**src/rtl/tmr_rb_pkg.sv**
```systemverilog
package tmr_rb_pkg;
  typedef enum logic [1:0] {
    VOTE_AGREE   = 2'd0,
    VOTE_ONE_OFF = 2'd1,
    VOTE_SPLIT   = 2'd2
  } vote_e;

  typedef enum logic {
    PH_RUN  = 1'b0,
    PH_HOLD = 1'b1
  } phase_e;
endpackage

```
**src/rtl/tmr_rb_voter.sv**
```systemverilog
module tmr_rb_voter
  import tmr_rb_pkg::*;
#(
  parameter int W = 24
) (
  input  logic [2:0][W-1:0] lanes,
  output vote_e             kind,
  output logic [2:0]        odd,
  output logic [W-1:0]      major
);
  // A lane is odd when its two neighbours agree with each other but not with it.
  for (genvar g = 0; g < 3; g++) begin : g_odd
    localparam int J = (g + 1) % 3;
    localparam int K = (g + 2) % 3;
    assign odd[g] = (lanes[J] == lanes[K]) && (lanes[g] != lanes[J]);
  end

  always_comb begin
    if (odd == 3'b000 && lanes[0] == lanes[1]) kind = VOTE_AGREE;
    else if (|odd)                             kind = VOTE_ONE_OFF;
    else                                       kind = VOTE_SPLIT;
  end

  assign major = ((lanes[0] == lanes[1]) || (lanes[0] == lanes[2])) ? lanes[0] : lanes[1];
endmodule

```
**src/rtl/tmr_rb_ckpt.sv**
```systemverilog
module tmr_rb_ckpt #(
  parameter int NSLOT = 8,
  localparam int SW = (NSLOT > 1) ? $clog2(NSLOT) : 1
) (
  input  logic          clk,
  input  logic          rst_n,
  input  logic          word_ok,
  input  logic          last,
  input  logic          abort,
  output logic [SW-1:0] slot,
  output logic          wbank,
  output logic          vbank,
  output logic          vok
);
  logic [SW-1:0] slot_q, slot_d;
  logic          bank_q, bank_d;
  logic          ok_q, ok_d;

  always_comb begin
    slot_d = slot_q;
    bank_d = bank_q;
    ok_d   = ok_q;
    if (abort) begin
      slot_d = '0;
    end else if (word_ok) begin
      if (last) begin
        slot_d = '0;
        bank_d = ~bank_q;
        ok_d   = 1'b1;
      end else if (slot_q == SW'(NSLOT - 1)) begin
        slot_d = '0;
      end else begin
        slot_d = slot_q + 1'b1;
      end
    end
  end

  always_ff @(posedge clk or negedge rst_n) begin
    if (!rst_n) begin
      slot_q <= '0;
      bank_q <= 1'b0;
      ok_q   <= 1'b0;
    end else begin
      slot_q <= slot_d;
      bank_q <= bank_d;
      ok_q   <= ok_d;
    end
  end

  assign slot  = slot_q;
  assign wbank = ~bank_q;
  assign vbank = bank_q;
  assign vok   = ok_q;

  // an abandoned creation never moves the valid pointer
  p_abort_keeps_bank_r8: assert property (@(posedge clk) disable iff (!rst_n)
    abort |=> (vbank == $past(vbank)) && (vok == $past(vok)));
  // slot stays within the checkpoint size
  p_slot_range_r6: assert property (@(posedge clk) disable iff (!rst_n)
    slot_q <= SW'(NSLOT - 1));
endmodule

```
**src/rtl/tmr_rb_ctrl.sv**
```systemverilog
module tmr_rb_ctrl
  import tmr_rb_pkg::*;
#(
  parameter int AW = 8,
  parameter int DW = 16,
  parameter int NSLOT = 8,
  localparam int W  = AW + DW,
  localparam int SW = (NSLOT > 1) ? $clog2(NSLOT) : 1
) (
  input  logic          clk,
  input  logic          rst_n,
  input  logic          st_commit,
  input  logic          ck_word,
  input  logic          ck_last,
  input  logic [AW-1:0] l0_addr,
  input  logic [DW-1:0] l0_data,
  input  logic [AW-1:0] l1_addr,
  input  logic [DW-1:0] l1_data,
  input  logic [AW-1:0] l2_addr,
  input  logic [DW-1:0] l2_data,
  output logic          dmem_we,
  output logic [AW-1:0] dmem_addr,
  output logic [DW-1:0] dmem_wdata,
  output logic          ckm_we,
  output logic          ckm_bank,
  output logic [SW-1:0] ckm_slot,
  output logic [DW-1:0] ckm_wdata,
  output logic          ckpt_ok,
  output logic          ckpt_bank,
  output logic          err_a,
  output logic          err_b,
  output logic [2:0]    fault_lane,
  output logic          fix_we,
  output logic [DW-1:0] fix_data,
  output logic          replay,
  output logic          rollback
);
  // reset: asserted asynchronously, released on a clock edge
  logic [1:0] rsync_q;
  logic       rst_s_n;
  always_ff @(posedge clk or negedge rst_n) begin
    if (!rst_n) rsync_q <= 2'b00;
    else        rsync_q <= {rsync_q[0], 1'b1};
  end
  assign rst_s_n = rsync_q[1];

  // vote
  logic [2:0][W-1:0] lanes;
  vote_e             kind;
  logic [2:0]        odd;
  logic [W-1:0]      major;
  assign lanes = {{l2_addr, l2_data}, {l1_addr, l1_data}, {l0_addr, l0_data}};

  tmr_rb_voter #(.W(W)) u_voter (
    .lanes(lanes), .kind(kind), .odd(odd), .major(major)
  );

  // acceptance
  phase_e ph_q, ph_d;
  logic   pend_a_q, pend_a_d;
  logic   take_st, take_ck, take_any, one_off, split;
  assign take_st  = (ph_q == PH_RUN) && st_commit;
  assign take_ck  = (ph_q == PH_RUN) && ck_word && !st_commit;
  assign take_any = take_st || take_ck;
  assign one_off  = take_any && (kind == VOTE_ONE_OFF);
  assign split    = take_any && (kind == VOTE_SPLIT);

  // checkpoint sequencing
  logic [SW-1:0] slot;
  logic          wbank;
  tmr_rb_ckpt #(.NSLOT(NSLOT)) u_ckpt (
    .clk(clk), .rst_n(rst_s_n),
    .word_ok(take_ck && !split), .last(ck_last), .abort(split),
    .slot(slot), .wbank(wbank), .vbank(ckpt_bank), .vok(ckpt_ok)
  );

  // next-state for registered outputs
  logic          dmem_we_d, ckm_we_d, err_a_d, err_b_d, fix_we_d, replay_d, rollback_d;
  logic [2:0]    fault_d;
  logic [SW-1:0] slot_d;
  logic          bank_d;

  always_comb begin
    dmem_we_d  = take_st && !split;
    ckm_we_d   = take_ck && !split;
    err_a_d    = one_off;
    err_b_d    = split;
    fault_d    = one_off ? odd : 3'b000;
    fix_we_d   = one_off;
    rollback_d = split;
    replay_d   = (ph_q == PH_HOLD) && pend_a_q;
    slot_d     = slot;
    bank_d     = wbank;
    ph_d       = (one_off || split) ? PH_HOLD : PH_RUN;
    pend_a_d   = one_off;
  end

  always_ff @(posedge clk or negedge rst_s_n) begin
    if (!rst_s_n) begin
      ph_q       <= PH_RUN;
      pend_a_q   <= 1'b0;
      dmem_we    <= 1'b0;
      dmem_addr  <= '0;
      dmem_wdata <= '0;
      ckm_we     <= 1'b0;
      ckm_bank   <= 1'b0;
      ckm_slot   <= '0;
      ckm_wdata  <= '0;
      err_a      <= 1'b0;
      err_b      <= 1'b0;
      fault_lane <= 3'b000;
      fix_we     <= 1'b0;
      fix_data   <= '0;
      replay     <= 1'b0;
      rollback   <= 1'b0;
    end else begin
      ph_q       <= ph_d;
      pend_a_q   <= pend_a_d;
      dmem_we    <= dmem_we_d;
      ckm_we     <= ckm_we_d;
      err_a      <= err_a_d;
      err_b      <= err_b_d;
      fault_lane <= fault_d;
      fix_we     <= fix_we_d;
      replay     <= replay_d;
      rollback   <= rollback_d;
      if (dmem_we_d) begin
        dmem_addr  <= major[W-1:DW];
        dmem_wdata <= major[DW-1:0];
      end
      if (ckm_we_d) begin
        ckm_bank  <= bank_d;
        ckm_slot  <= slot_d;
        ckm_wdata <= major[DW-1:0];
      end
      if (fix_we_d) fix_data <= major[DW-1:0];
    end
  end

  // fault indicator is one-hot or idle
  p_fault_onehot_r2: assert property (@(posedge clk) disable iff (!rst_s_n)
    $onehot0(fault_lane));
  // a named lane only comes with a single-lane error
  p_fault_with_a_r2: assert property (@(posedge clk) disable iff (!rst_s_n)
    (fault_lane != 3'b000) |-> err_a);
  // repair is followed by replay, and replay has a repair before it
  p_replay_after_fix_r3: assert property (@(posedge clk) disable iff (!rst_s_n)
    fix_we |=> replay);
  p_replay_cause_r3: assert property (@(posedge clk) disable iff (!rst_s_n)
    replay |-> $past(fix_we));
  // rollback writes nothing
  p_rollback_no_write_r4: assert property (@(posedge clk) disable iff (!rst_s_n)
    rollback |-> !dmem_we && !ckm_we && !err_a);
  // the cycle after an error is quiet
  p_hold_quiet_r5: assert property (@(posedge clk) disable iff (!rst_s_n)
    (err_a || err_b) |=> !dmem_we && !ckm_we && !err_a && !err_b);
  // validity only rises with a checkpoint write
  p_valid_with_write_r7: assert property (@(posedge clk) disable iff (!rst_s_n)
    $rose(ckpt_ok) |-> ckm_we);
  // three-way error leaves the valid pointer alone
  p_split_keeps_bank_r8: assert property (@(posedge clk) disable iff (!rst_s_n)
    err_b |-> $stable(ckpt_bank) && $stable(ckpt_ok));
endmodule

```
**config.mk**
```make
export PLATFORM = sky130hd
export DESIGN_NAME = tmr_rb_ctrl
export DESIGN_NICKNAME = d
export VERILOG_FILES = /design/src/rtl/tmr_rb_pkg.sv /design/src/rtl/tmr_rb_voter.sv /design/src/rtl/tmr_rb_ckpt.sv /design/src/rtl/tmr_rb_ctrl.sv
export SDC_FILE = /design/constraint.sdc
export NUM_CORES = 1
export LEC_CHECK = 0
export BUFFER_PORTS_ARGS = -buffer_cell sky130_fd_sc_hd__buf_2
export CAP_MARGIN = 20
export CORE_MARGIN = 2
export CORE_UTILIZATION = 40
export CTS_CLUSTER_SIZE = 10
export DETAILED_ROUTE_END_ITERATION = 8
export PLACE_DENSITY = 0.67
export SLEW_MARGIN = 20
export SYNTH_ARGS = -nofsm -noshare
export SYNTH_HDL_FRONTEND = slang
export SYNTH_HIERARCHICAL = 1
export SYNTH_SLANG_ARGS = --single-unit
```
**constraint.sdc**
```tcl
create_clock -name clk -period 2.6 [get_ports clk]
set_input_delay 0.13 -clock clk [delete_from_list [all_inputs] [get_ports clk]]
set_output_delay 0.13 -clock clk [all_outputs]
set_load 0.05 [all_outputs]
```
After elaboration in Yosys (flattened, before gate mapping)
Index checks and enable logic that the tools add are counted.
- add/sub/neg operators: 1
- bitwise gates (word level): 3
- multiplexer cells: 9
- reductions and logical operators: 21
- eq/ne operators: 10
- operators by type and width (cell ; number):
    $eq A24 B24 Y1 ; 4
    $ne A24 B24 Y1 ; 3
    $mux W24 ; 1
    $mux W3 ; 5
    $logic_and A1 B1 Y1 ; 12
    $mux W2 ; 2
    $add A3 B1 Y3 const B ; 1
    $eq A3 B3 Y1 const B ; 1
    $logic_not A3 Y1 ; 1
    $logic_or A1 B1 Y1 ; 3
    $not A1 Y1 ; 3
    $reduce_and A3 Y1 ; 1
    $reduce_or A3 Y1 ; 1
    $eq A2 B1 Y1 const B ; 1
    $eq A2 B2 Y1 const B ; 1
    $logic_not A1 Y1 ; 2
    $reduce_bool A2 Y1 ; 1
    $mux W1 ; 1
- output and inout bits: 72
- bits of input ports: 77
- word-level logic and storage cells: 61
- bits in registers: 76

Logic depth before layout (Yosys ltp)
Gate-level depths: netlist (run 1).
- word-level depth: 11
- gate-level depth with buffers: 13

Modules after synthesis
Netlist (run 1), hierarchy kept.
- by module, submodules not included (module ; cells each ; area each (µm²) ; seq. area each (µm²) ; instances):
    tmr_rb_ctrl ; 151 ; 2648.8 ; 1776.7 ; 1
    tmr_rb_voter ; 130 ; 1217.4 ; 0.0 ; 1
    tmr_rb_ckpt ; 20 ; 235.2 ; 125.1 ; 1

Least setup slack after synthesis (run 1)
OpenSTA, ideal clock, no wires.
- path kind: input to register
- start: input l2_addr[2]
- end: register u_ckpt.slot_q[0] (netlist: u_ckpt/slot[0])
- library setup time: 0.077 ns
- slack: 0.039 ns
- cell stages on the path: 13
- data arrival time: 2.484 ns
- buffers on the path: 3
- path through: xor2_1 > nor4_1 > nand4_1 > nor3_2 > or2_1 > buf_6 > buf_12 > o21a_1 > nor2b_4 > nor4b_4 > buf_4 > or4b_1 > a21oi_1
- longest elaborated chain between the ends: 10
- RTL lines (what ; line ; text):
    start, declared ; tmr_rb_ctrl.sv:19 ; input logic [AW-1:0] l2_addr,
    $eq A24 B24 Y1 or $ne A24 B24 Y1 (tied branches) ; tmr_rb_voter.sv:15 ; assign odd[g] = (lanes[J] == lanes[K]) && (lanes[g] != lanes[J]);
    $logic_and A1 B1 Y1 ; tmr_rb_voter.sv:15 ;
    $reduce_or A3 Y1 or $logic_not A3 Y1 (tied branches) ; tmr_rb_voter.sv:20, tmr_rb_voter.sv:19 ;
    $mux W2 or $logic_and A1 B1 Y1 (tied branches) ; tmr_rb_voter.sv:20, tmr_rb_voter.sv:19 ;
    $mux W2 (*) ; tmr_rb_voter.sv:19 ; if (odd == 3'b000 && lanes[0] == lanes[1]) kind = VOTE_AGREE;
    named net kind[0] ; tmr_rb_ctrl.sv:49 ; vote_e kind;
    $eq A2 B2 Y1 (*) ; tmr_rb_ctrl.sv:66 ; assign split = take_any && (kind == VOTE_SPLIT);
    $logic_and A1 B1 Y1 (*) ; tmr_rb_ctrl.sv:66 ;
    $logic_not A1 Y1 (*) ; -- ;
    $logic_and A1 B1 Y1 (*) ; -- ;
    named net ckm_we_d ; tmr_rb_ctrl.sv:78 ; logic dmem_we_d, ckm_we_d, err_a_d, err_b_d, fix_we_d, replay_d, rollback_d;
    $reduce_bool A2 Y1 (no line) (*) ; -- ;
    end signal, assigned ; tmr_rb_ckpt.sv:44 ; slot_q <= slot_d;
    end, declared ; tmr_rb_ckpt.sv:15 ; logic [SW-1:0] slot_q, slot_d;
The timed path passes the listed nets; every way through them passes the cells marked *.
A chain may end at the register's enable or synchronous reset.

Final worst setup path (run 1)
- start: input l1_addr[7]
- end: register ckm_wdata[12]
- longest elaborated chain between the ends: 9
- RTL lines (what ; line ; text):
    start, declared ; tmr_rb_ctrl.sv:17 ; input logic [AW-1:0] l1_addr,
    $eq A24 B24 Y1, or another cell as far along ; tmr_rb_voter.sv:15 ;
    $logic_and A1 B1 Y1 ; tmr_rb_voter.sv:15 ;
    $reduce_or A3 Y1 or $logic_not A3 Y1 (tied branches) ; tmr_rb_voter.sv:20, tmr_rb_voter.sv:19 ;
    $mux W2 or $logic_and A1 B1 Y1 (tied branches) ; tmr_rb_voter.sv:20, tmr_rb_voter.sv:19 ;
    $mux W2 (*) ; tmr_rb_voter.sv:19 ;
    named net kind[0] ; tmr_rb_ctrl.sv:49 ;
    $eq A2 B2 Y1 (*) ; tmr_rb_ctrl.sv:66 ;
    $logic_and A1 B1 Y1 (*) ; tmr_rb_ctrl.sv:66 ;
    $logic_not A1 Y1 (*) ; tmr_rb_ctrl.sv:85 ; ckm_we_d = take_ck && !split;
    $logic_and A1 B1 Y1 (*) ; tmr_rb_ctrl.sv:85 ;
    end signal, assigned ; tmr_rb_ctrl.sv:134 ; ckm_wdata <= major[DW-1:0];
    end, declared ; tmr_rb_ctrl.sv:27 ; output logic [DW-1:0] ckm_wdata,
Marked as above.

==> results.cfg, run 1 <==
[worst_setup_path]
critPathKind = input port to flip-flop
start_kind = input port
cp_max_fo = 13
r2r-start = ph_q
r2r_setup_slack_ns = 0.98
r2r-end = fix_data[5]
cp-end-kind = flip-flop
crit_arrival_ns = 2.63
required_ns = 2.84
r2r_cells = 4

[grt]
use_met2_pct = 33.1
use_met3_pct = 5.38
grt_antenna_before_repair = 0
grt_use_met1_pct = 23.9
grt_pass1_wl_um = 16500
grt_max_degree = 75
grt_busiest_layer = met2
track_usage_pct = 19.3
grt_overflow = 0
grt_pass1_vias = 3145

[clock_tree]
clock_path_buffers = 2
cts.sinks = 76
path_clk_slew_ns = 0.09
cts_tree = built
htree_levels = 3
cts_buffers = 9
cts_setup_buffers = 0
root_buffer = clkbuf_8
clkLatencyLatePin_ns = 0.35

[placed_design]
port_buffers = 148
placed_cell_area_mm2 = 0.00504
globalplace.congestion = 0.798
dp_hpwl_um = 8040

[sta]
hold_viol_final = 0
rsz0062_at_grt = false
slew_headroom_pct = 36.7
finalClockSkew_ns = 0.0157
finalCritPeriodShare_pct = 92.2
fin_crit_ns = 2.40
worstMarginPinSlew_ns = 0.949
max_freq_ghz = 0.417
hold_slack_ns = 0.0869
drv_slew = 0
final-setup-viol-count = 0

[run]
maxCapViolations = 0

[yosys]
syn_inst = 301
syn_nets = 380
avgSynthCellArea_um2 = 13.6
synthesis.area_mm2 = 0.00410
ys.warnings.count = 6
synth_ff_type = dfrtp_1
synth_edf_count = 0
ys_types = 34
ys_ff_latch = 76
ys_seq_area_share_pct = 46.4
synth-async-reset-ratio_pct = 100

[finish]
seq_area_mm2 = 0.00191
diodes = 0
design_area_mm2 = 0.00524
multiInputGateArea_mm2 = 0.00208
nets = 545
drive_above_1_share_pct = 58.0
nFillCells = 897
areaGrowthSynthToFinish_pct = 27.7

[detailed_routing]
drt_wl_total_um = 10300
drcViolationCount = 0
drt_pass1_iterations = 5
drt-initial-drc-count = 59
wl_per_cell_um = 17.0
vias_per_cell = 4.90
dr_total_vias = 2961
drtAntennaViolNets = 0

[pwr]
powerDensity_mw_per_mm2 = 458
power.leakage_nw = 2.80
ir_drop_uv = 266

[floorplanning]
rows = 36
die_w_um = 105
start_util_pct = 41.6
die-height_um = 105
io_pins = 149
die_area_mm2 = 0.0111
coreArea_mm2 = 0.00986

[hold_path]
hold_path.class = input port to asynchronous set/reset pin

[outcome]
outcome = completed
state kept, by name, summed over array words and instances, names as in the netlist, 2 cells and up:
register	count
rsync_q	2
dmem_addr	8
fault_lane	3
dmem_wdata	16
u_ckpt/slot	3
ckm_wdata	16
ckm_slot	3
fix_data	16
critical path, stage by stage:
cell and delay [ns]:
buf_2 0.12, xor2_1 0.16, nor4_1 0.37, buf_4 0.18, nand4_1 0.13, nor3_1 0.20
buf_4 0.15, o21a_1 0.19, nor2b_4 0.07, nor4b_4 0.30, buf_4 0.28, mux2_2 0.36
per-layer routing:
metal / vias up / wire, um
met2: 114 / 5040
met5: - / 0
met1: 1455 / 4420
li1: 1387 / -
met4: 0 / 68
met3: 5 / 745
synthesized netlist by cell type (3+ instances only):
master    count  area share (%)
nand3b_1      3            0.55
mux2_4       18             6.6
dfrtp_1      76              46
nor4_1       12             1.8
buf_6         5             1.4
and2_1        3            0.46
xor2_1       48              10
a21oi_1       3            0.37
nand2b_1      4            0.61
nand4_1       9             1.4
buf_4         4            0.73
mux2_2       66              18
xnor2_1      25             5.3
power breakdown:
group	internal, W	switching (W)	leakage, nW	total, W
logic	0.000136	0.000148	1.66	0.000284
registers	0.00119	0.0000265	1.05	0.00121
clock network	0.000444	0.000460	0.0927	0.000905
total	0.00177	0.000635	2.80	0.00240
cell type report:
| class | count | area share, % |
|---|---|---|
| Multi-Input combinational cell | 213 | 39.6 |
| Clock buffer | 10 | 2.44 |
| Inverter | 1 | 0.0717 |
| Timing Repair Buffer | 165 | 17.1 |
| Clock inverter | 6 | 1.22 |
| Tap cell | 133 | 3.18 |
| Sequential cell | 76 | 36.4 |
metrics by stage:
| step | std cells | util [%] | setup TNS, ns | power, W | setup WS, ns |
|---|---|---|---|---|---|
| 2_1_floorplan | 301 | - | 0 | 0.00137 | 0.0388 |
| 3_3_place_gp | 587 | 51.1 | -2.04 | 0.00152 | -0.108 |
| 3_5_place_dp | 587 | 51.1 | -4.77 | 0.00152 | -0.185 |
| 4_1_cts | 604 | 53.1 | 0 | 0.00244 | 0.166 |
| 5_1_grt | 604 | 53.1 | 0 | 0.00252 | 0.0319 |
| 6_report | 604 | 53.1 | 0 | 0.00240 | 0.202 |
cells in the final DEF (no fill, tap or decap), types with 3 or more instances in the layout:
master	netlist	layout
buf_2	0	148
xor2_1	48	48
mux2_2	66	66
nand3b_1	3	3
buf_4	4	14
nand4_1	9	9
and2_1	3	3
nor4_1	12	12
mux2_4	18	18
clkbuf_8	0	9
a21oi_1	3	3
xnor2_1	25	25
dfrtp_1	76	75
nand2b_1	4	4
worst max path at each step:
stage | start | to | slack (ns) | cells after the start
final | l1_addr[7] | ckm_wdata[12] | 0.20 | 12
after detailed placement | l1_addr[7] | ckm_wdata[11] | -0.19 | 12
after global routing | l1_addr[7] | u_ckpt/slot[1] | 0.03 | 14
after CTS | l1_addr[7] | ckm_wdata[12] | 0.17 | 12
after global placement | l2_addr[2] | ckm_wdata[10] | -0.11 | 12
after floorplan | l2_addr[2] | u_ckpt/slot[0] | 0.04 | 13
cells by family (layout without fill, tap and decap cells):
family | Yosys count | in the layout | share of synthesized area, %
other | 1 | 1 | 0.0914
multiplexers | 84 | 84 | 24.7
flip-flops | 76 | 76 | 46.4
buffers and inverters | 12 | 182 | 3.17
adder cells (fa/ha/maj) | 2 | 2 | 0.610
AO/OA/AOI/OAI | 5 | 5 | 0.732
AND/OR/NAND/NOR | 48 | 48 | 8.72
XOR/XNOR | 73 | 73 | 15.6
timing repair:
item                                    4_1_cts  5_1_grt
resized for setup                             0        0
endpoints found under the setup margin        0        0
hold buffers                                  1        0
endpoints found under the hold margin         2        0
No activity file was read; power rests on OpenSTA's default activity.
==> inputs of run 2 (changes only) <==
Settings changed: GPL_TIMING_DRIVEN set to 0.
==> results.cfg, run 2 (same netlist as run 1, synthesis figures left out) <==
[pwr]
powerDensity_mw_per_mm2 = 427
power.leakage_nw = 2.85
ir_drop_uv = 201
p_total_w = 0.00229

[hold_path]
hold_path.class = input port to asynchronous set/reset pin

[finish]
areaGrowthSynthToFinish_pct = 30.9
nets = 555
nFillCells = 881
final_cell_mix = buf_2, dfrtp_1, mux2_2, xor2_1, xnor2_1
drive_above_1_share_pct = 60.9
seq_area_mm2 = 0.00191
multiInputGateArea_mm2 = 0.00213
layout_commonest_cell = buf_2
instances_no_fill = 614
diodes = 0
reg.largest.list = ckm_wdata x16, dmem_wdata x16, fix_data x16

[placed_design]
port_buffers = 148
globalplace.congestion = 0.785
place_ws_ns = -0.675
dp_cells = 583
dp_hpwl_um = 8190

[worst_setup_path]
cpMaxStageDelayCell = nor4_1
critPathKind = input port to flip-flop
critPathLaunch = l1_addr[7]
path_cells = buf_2 -> xor2_1 -> nor4_1 -> nand4_1 -> nor3_2 -> nor2_1 -> nor2b_4 -> nor4b_4 -> buf_6 -> or4b_1 -> a21oi_2
crit_family = simple AND/OR/NAND/NOR gates
start_kind = input port
r2r-start = ph_q
critPathMaxStageDelay_ns = 0.45
cp-end-kind = flip-flop
crit_arrival_ns = 2.79
cp.buffers_inverters = 2
required_ns = 2.88
cp_max_fo = 4

[detailed_routing]
vias_per_cell = 4.84
drt_pass1_iterations = 4
drcViolationCount = 0
wl_per_cell_um = 17.3
drt_wl_total_um = 10600
drtAntennaViolNets = 0
drt-initial-drc-count = 81
dr_total_vias = 2974

[clock_tree]
clkLatencyLatePin_ns = 0.35
htree_levels = 3
path_clk_slew_ns = 0.08
cts_buffers = 9
cts_tree = built
cts.sinks = 76
root_buffer = clkbuf_8
clock_path_buffers = 2

[grt]
track_usage_pct = 19.8
grt_overflow = 0
grt_pass1_vias = 3099
grt_max_degree = 40
grt_antenna_before_repair = 1
grt_pass1_wl_um = 16600
use_met2_pct = 32.5
use_met3_pct = 5.57
grt_busiest_layer = met2
grt_use_met1_pct = 25.9

[sta]
finalClockSkew_ns = 0.0108
max_freq_ghz = 0.399
tns_ns = 0
setup_slack_ns = 0.0942
fin_crit_ns = 2.51
drv_slew = 0
rsz0062_at_grt = false
finalCritPeriodShare_pct = 96.4
hold_viol_final = 0
final-setup-viol-count = 0

[run]
maxCapViolations = 0

[outcome]
outcome = completed

[floorplanning]
die_w_um = 105
start_util_pct = 41.6
die-height_um = 105
rows = 36
io_pins = 149
coreArea_mm2 = 0.00986
die_area_mm2 = 0.0111
[run 2: cell types whose count changed in the layout (fill, tap and decap cells not counted), sizes merged]
cell,delta
bufinv,-1
clkinv,+1
buf,+10
[run 2: area by class of cell]
| cell class | count | area share, % |
|---|---|---|
| Multi-Input combinational cell | 213 | 39.7 |
| Sequential cell | 76 | 35.5 |
| Timing Repair Buffer | 165 | 16.5 |
| Tap cell | 133 | 3.10 |
| Clock buffer | 10 | 2.38 |
| Buffer | 10 | 2.12 |
| Clock inverter | 6 | 0.722 |
| Inverter | 1 | 0.0699 |
[run 2: per-layer routing]
layer	wire length (um)	part of all wire, %	vias to the layer above
met4	105	0.99	2
met3	669	6.3	10
met5	13	0.12	-
li1	-	-	1407
met1	4700	44	1449
met2	5130	48	106
[run 2: final timing paths]
check / to / slack, ns / cells past startpoint
worst max-delay path: u_ckpt/slot[0] / 0.09 / 11
worst min-delay path: rsync_q[1] / 0.09 / 2
worst max register to register: fix_data[4] / 0.91 / 4
worst min register to register: ckm_bank / 0.29 / 0
max in group asynchronous: fault_lane[1] / 1.72 / 1
min in group clk: u_ckpt/slot[1] / 0.11 / 3
[run 2: worst reg2reg max path, stage by stage (launching register included)]
cell and delay (ns):
dfrtp_1 0.45, o21bai_1 0.22, nor3b_2 0.35, buf_6 0.23, mux2_2 0.36
[run 2: through the flow]
step | hold slack, ns | instance area, um2 | util (%)
3_5_place_dp | -0.0789 | 5030 | 51.0
4_1_cts | 0.0686 | 5300 | 53.7
6_report | 0.0876 | 5370 | 54.4
3_3_place_gp | -0.0824 | 5010 | 50.8
2_1_floorplan | -0.166 | 4100 | -
5_1_grt | 0.0755 | 5370 | 54.4
[run 2: repair_timing]
item,CTS,global route
hold buffers,1,0
pin swaps,6,6
gates resized for setup,5,7
setup buffers,11,4
hold endpoints to repair,2,0
setup endpoints to repair,60,36
[run 2: report_power, final]
group | leakage [nW] | total, W | switching [W] | internal [W]
Sequential | 1.05 | 0.00120 | 0.0000150 | 0.00119
Clock | 0.0824 | 0.000788 | 0.000444 | 0.000345
Combinational | 1.71 | 0.000305 | 0.000164 | 0.000141
==> inputs of run 3 (changes only) <==
Settings changed: ABC_AREA set to 1, PLACE_DENSITY 0.67 to not set, SLEW_MARGIN 20 to not set.
==> results.cfg, run 3 <==
[detailed_routing]
drt_pass1_iterations = 5
drcViolationCount = 0
vias_per_cell = 4.63
drtAntennaViolNets = 0
dr_total_vias = 4689
wl_per_cell_um = 13.0
drt-initial-drc-count = 242
drt_wl_total_um = 13200

[finish]
drive_above_1_share_pct = 28.4
final_cell_mix = nand2_1, buf_2, inv_1, dfrtp_1, nor2_1
fin_util_pct = 51.8
nets = 940
instances_no_fill = 1013
areaGrowthSynthToFinish_pct = 26.8
layout_commonest_cell = nand2_1
nFillCells = 1197
multiInputGateArea_mm2 = 0.00244
seq_area_mm2 = 0.00191
diodes = 0
reg.largest.list = ckm_wdata x16, dmem_wdata x16, fix_data x16

[worst_setup_path]
r2r_setup_slack_ns = 1.02
critPathLaunch = l0_addr[7]
critPathKind = input port to flip-flop
r2r-end = u_ckpt/vok
crit_top_cell = nand2_1
crit_arrival_ns = 2.22
setup.worst_path.end = u_ckpt/slot[0]
r2r_cells = 7
cpMaxStageDelayCell = nor2_2
required_ns = 2.87
path_cells = buf_2 -> inv_1 -> nand2_1 -> nand2_1 -> nor2_1 -> nand2_1 -> nor2_2 -> nand3_4 -> nand2_4 -> buf_6 -> nor2_1 -> nand2_2 -> nand3_4 -> inv_2 -> inv_2 -> nor2_2 -> nand3_1 -> nand2_1
cp-end-kind = flip-flop
path_depth = 18
cp_max_fo = 10
r2r-start = ph_q
cp.buffers_inverters = 5
crit_family = simple AND/OR/NAND/NOR gates
start_kind = input port
critPathMaxStageDelay_ns = 0.23

[placed_design]
dp_hpwl_um = 10300
port_buffers = 148
dp_cells = 996
globalplace.congestion = 0.860

[sta]
hold_viol_final = 0
rsz0062_at_grt = false
max_freq_ghz = 0.514
hold_slack_ns = 0.0620
fin_crit_ns = 1.95
finalCritPeriodShare_pct = 74.9
drv_slew = 0
final-setup-viol-count = 0
finalClockSkew_ns = 0.00517

[clock_tree]
clkLatencyLatePin_ns = 0.34
cts_setup_buffers = 0
cts.sinks = 76
clock_path_buffers = 2
path_clk_slew_ns = 0.05
root_buffer = clkbuf_16
htree_levels = 3
cts_tree = built
cts_buffers = 9

[floorplanning]
die-height_um = 115
io_pins = 149
coreArea_mm2 = 0.0120
rows = 40
start_util_pct = 40.9
die_area_mm2 = 0.0132
die_w_um = 115

[grt]
grt_pass1_vias = 4429
grt_overflow = 0
grt_antenna_before_repair = 0
track_usage_pct = 20.6
grt_pass1_wl_um = 21400
grt_max_degree = 66

[yosys]
ys_top_cells_by_area = dfrtp_1, nand2_1, inv_1, o21ai_2, nand3_1
synth_edf_count = 0
synth_common_cells = nand2_1, inv_1, dfrtp_1
ys.warnings.count = 6
synthesis.area_mm2 = 0.00491
synth_most_common_cell = nand2_1
synth-async-reset-ratio_pct = 100
ys_ff_latch = 76
yosysTopAreaCellShare_pct = 38.7
ys_seq_area_share_pct = 38.7
avgSynthCellArea_um2 = 7.01
synth_ff_type = dfrtp_1
ys_types = 25
syn_nets = 779
syn_inst = 700
synth_largest_area_cell = dfrtp_1

[pwr]
swShare_pct = 23.8
p_total_w = 0.00305
pwr-share-comb_pct = 13.2
seqPwrFrac_pct = 39.3
p_switching_w = 0.000725
p_int_w = 0.00232
powerDensity_mw_per_mm2 = 490
clkPwrFrac_pct = 47.6
ir_drop_uv = 293
power.leakage_nw = 3.69

[hold_path]
hold_path.class = input port to flip-flop
worstHoldStart = ck_last

[run]
maxCapViolations = 0

[outcome]
outcome = completed
## run 3: cell types whose count changed in the layout (fill, tap and decap cells not counted), sizes merged, moves of 9 or more
cell / delta
nor2: +58
nor4: -12
o21ai: +35
nand4: -9
nand3: +50
xnor2: -17
o21bai: +15
inv: +103
mux2: -84
nand2: +303
xor2: -26
## run 3: timing repair
| item | in CTS | in global routing |
|---|---|---|
| resized for setup | 0 | 0 |
| hold buffers | 1 | 0 |
| endpoints found under the hold margin | 2 | 0 |
## run 3: worst min-delay path by stage
stage / to / depth (start not counted)
2_1_floorplan: rsync_q[0] / 0
3_3_place_gp: rsync_q[0] / 1
3_5_place_dp: rsync_q[0] / 1
4_1_cts: u_ckpt/vbank / 3
5_1_grt: u_ckpt/vbank / 3
6_report: u_ckpt/vbank / 3
## run 3: layout make-up
type | instances | area share [%]
multi-input cells | 500 | 39.2
clock inverters | 4 | 1.53
inverters | 105 | 6.33
flip-flops and latches | 76 | 30.6
well taps | 147 | 2.95
repair buffers | 150 | 12.5
clock buffers | 12 | 4.12
plain buffers | 19 | 2.75
## run 3: metrics by stage
stage / worst slack [ns] / area [um2] / setup TNS, ns
3_5_place_dp: 0.293 / 5870 / 0
3_3_place_gp: -0.465 / 5830 / -34.11
4_1_cts: 0.643 / 6230 / 0
6_report: 0.654 / 6230 / 0
5_1_grt: 0.469 / 6230 / 0
2_1_floorplan: 0.327 / 4910 / 0
## run 3: cell families (layout without fill, tap and decap cells)
| group | Yosys count | count (layout) | share of synthesized area [%] |
|---|---|---|---|
| buf+inv | 124 | 290 | 11.5 |
| flops | 76 | 76 | 38.7 |
| compound gates | 54 | 54 | 9.07 |
| fa+ha+maj | 2 | 2 | 0.510 |
| other cells | 1 | 1 | 0.0764 |
| xor+xnor | 30 | 30 | 5.35 |
| simple gates | 413 | 413 | 34.7 |
## run 3: per-layer routing
layer  track usage [%]  up-vias  part of all wire (%)
li1                  -     2436                     -
met3              2.27       15                   5.0
met1              28.0     2109                    47
met2              34.2      129                    46
met4              7.95        0                   1.6
met5                 0        -                     0
## run 3: power groups by stage
stage	sequential [W]	clock, W	combinational, W
3_5_place_dp	0.00122	0	0.000401
4_1_cts	0.00120	0.00148	0.000404
2_1_floorplan	0.00124	0	0.000215
5_1_grt	0.00120	0.00152	0.000454
3_3_place_gp	0.00124	0	0.000367
6_report	0.00120	0.00145	0.000401
## run 3: worst reg2reg max path, stage by stage, from the launching register on
cell and delay [ns]:
dfrtp_1 0.44, inv_1 0.14, o21ai_4 0.13, buf_6 0.16
nor2_1 0.32, inv_1 0.11, nand3_1 0.11, nand2_1 0.06
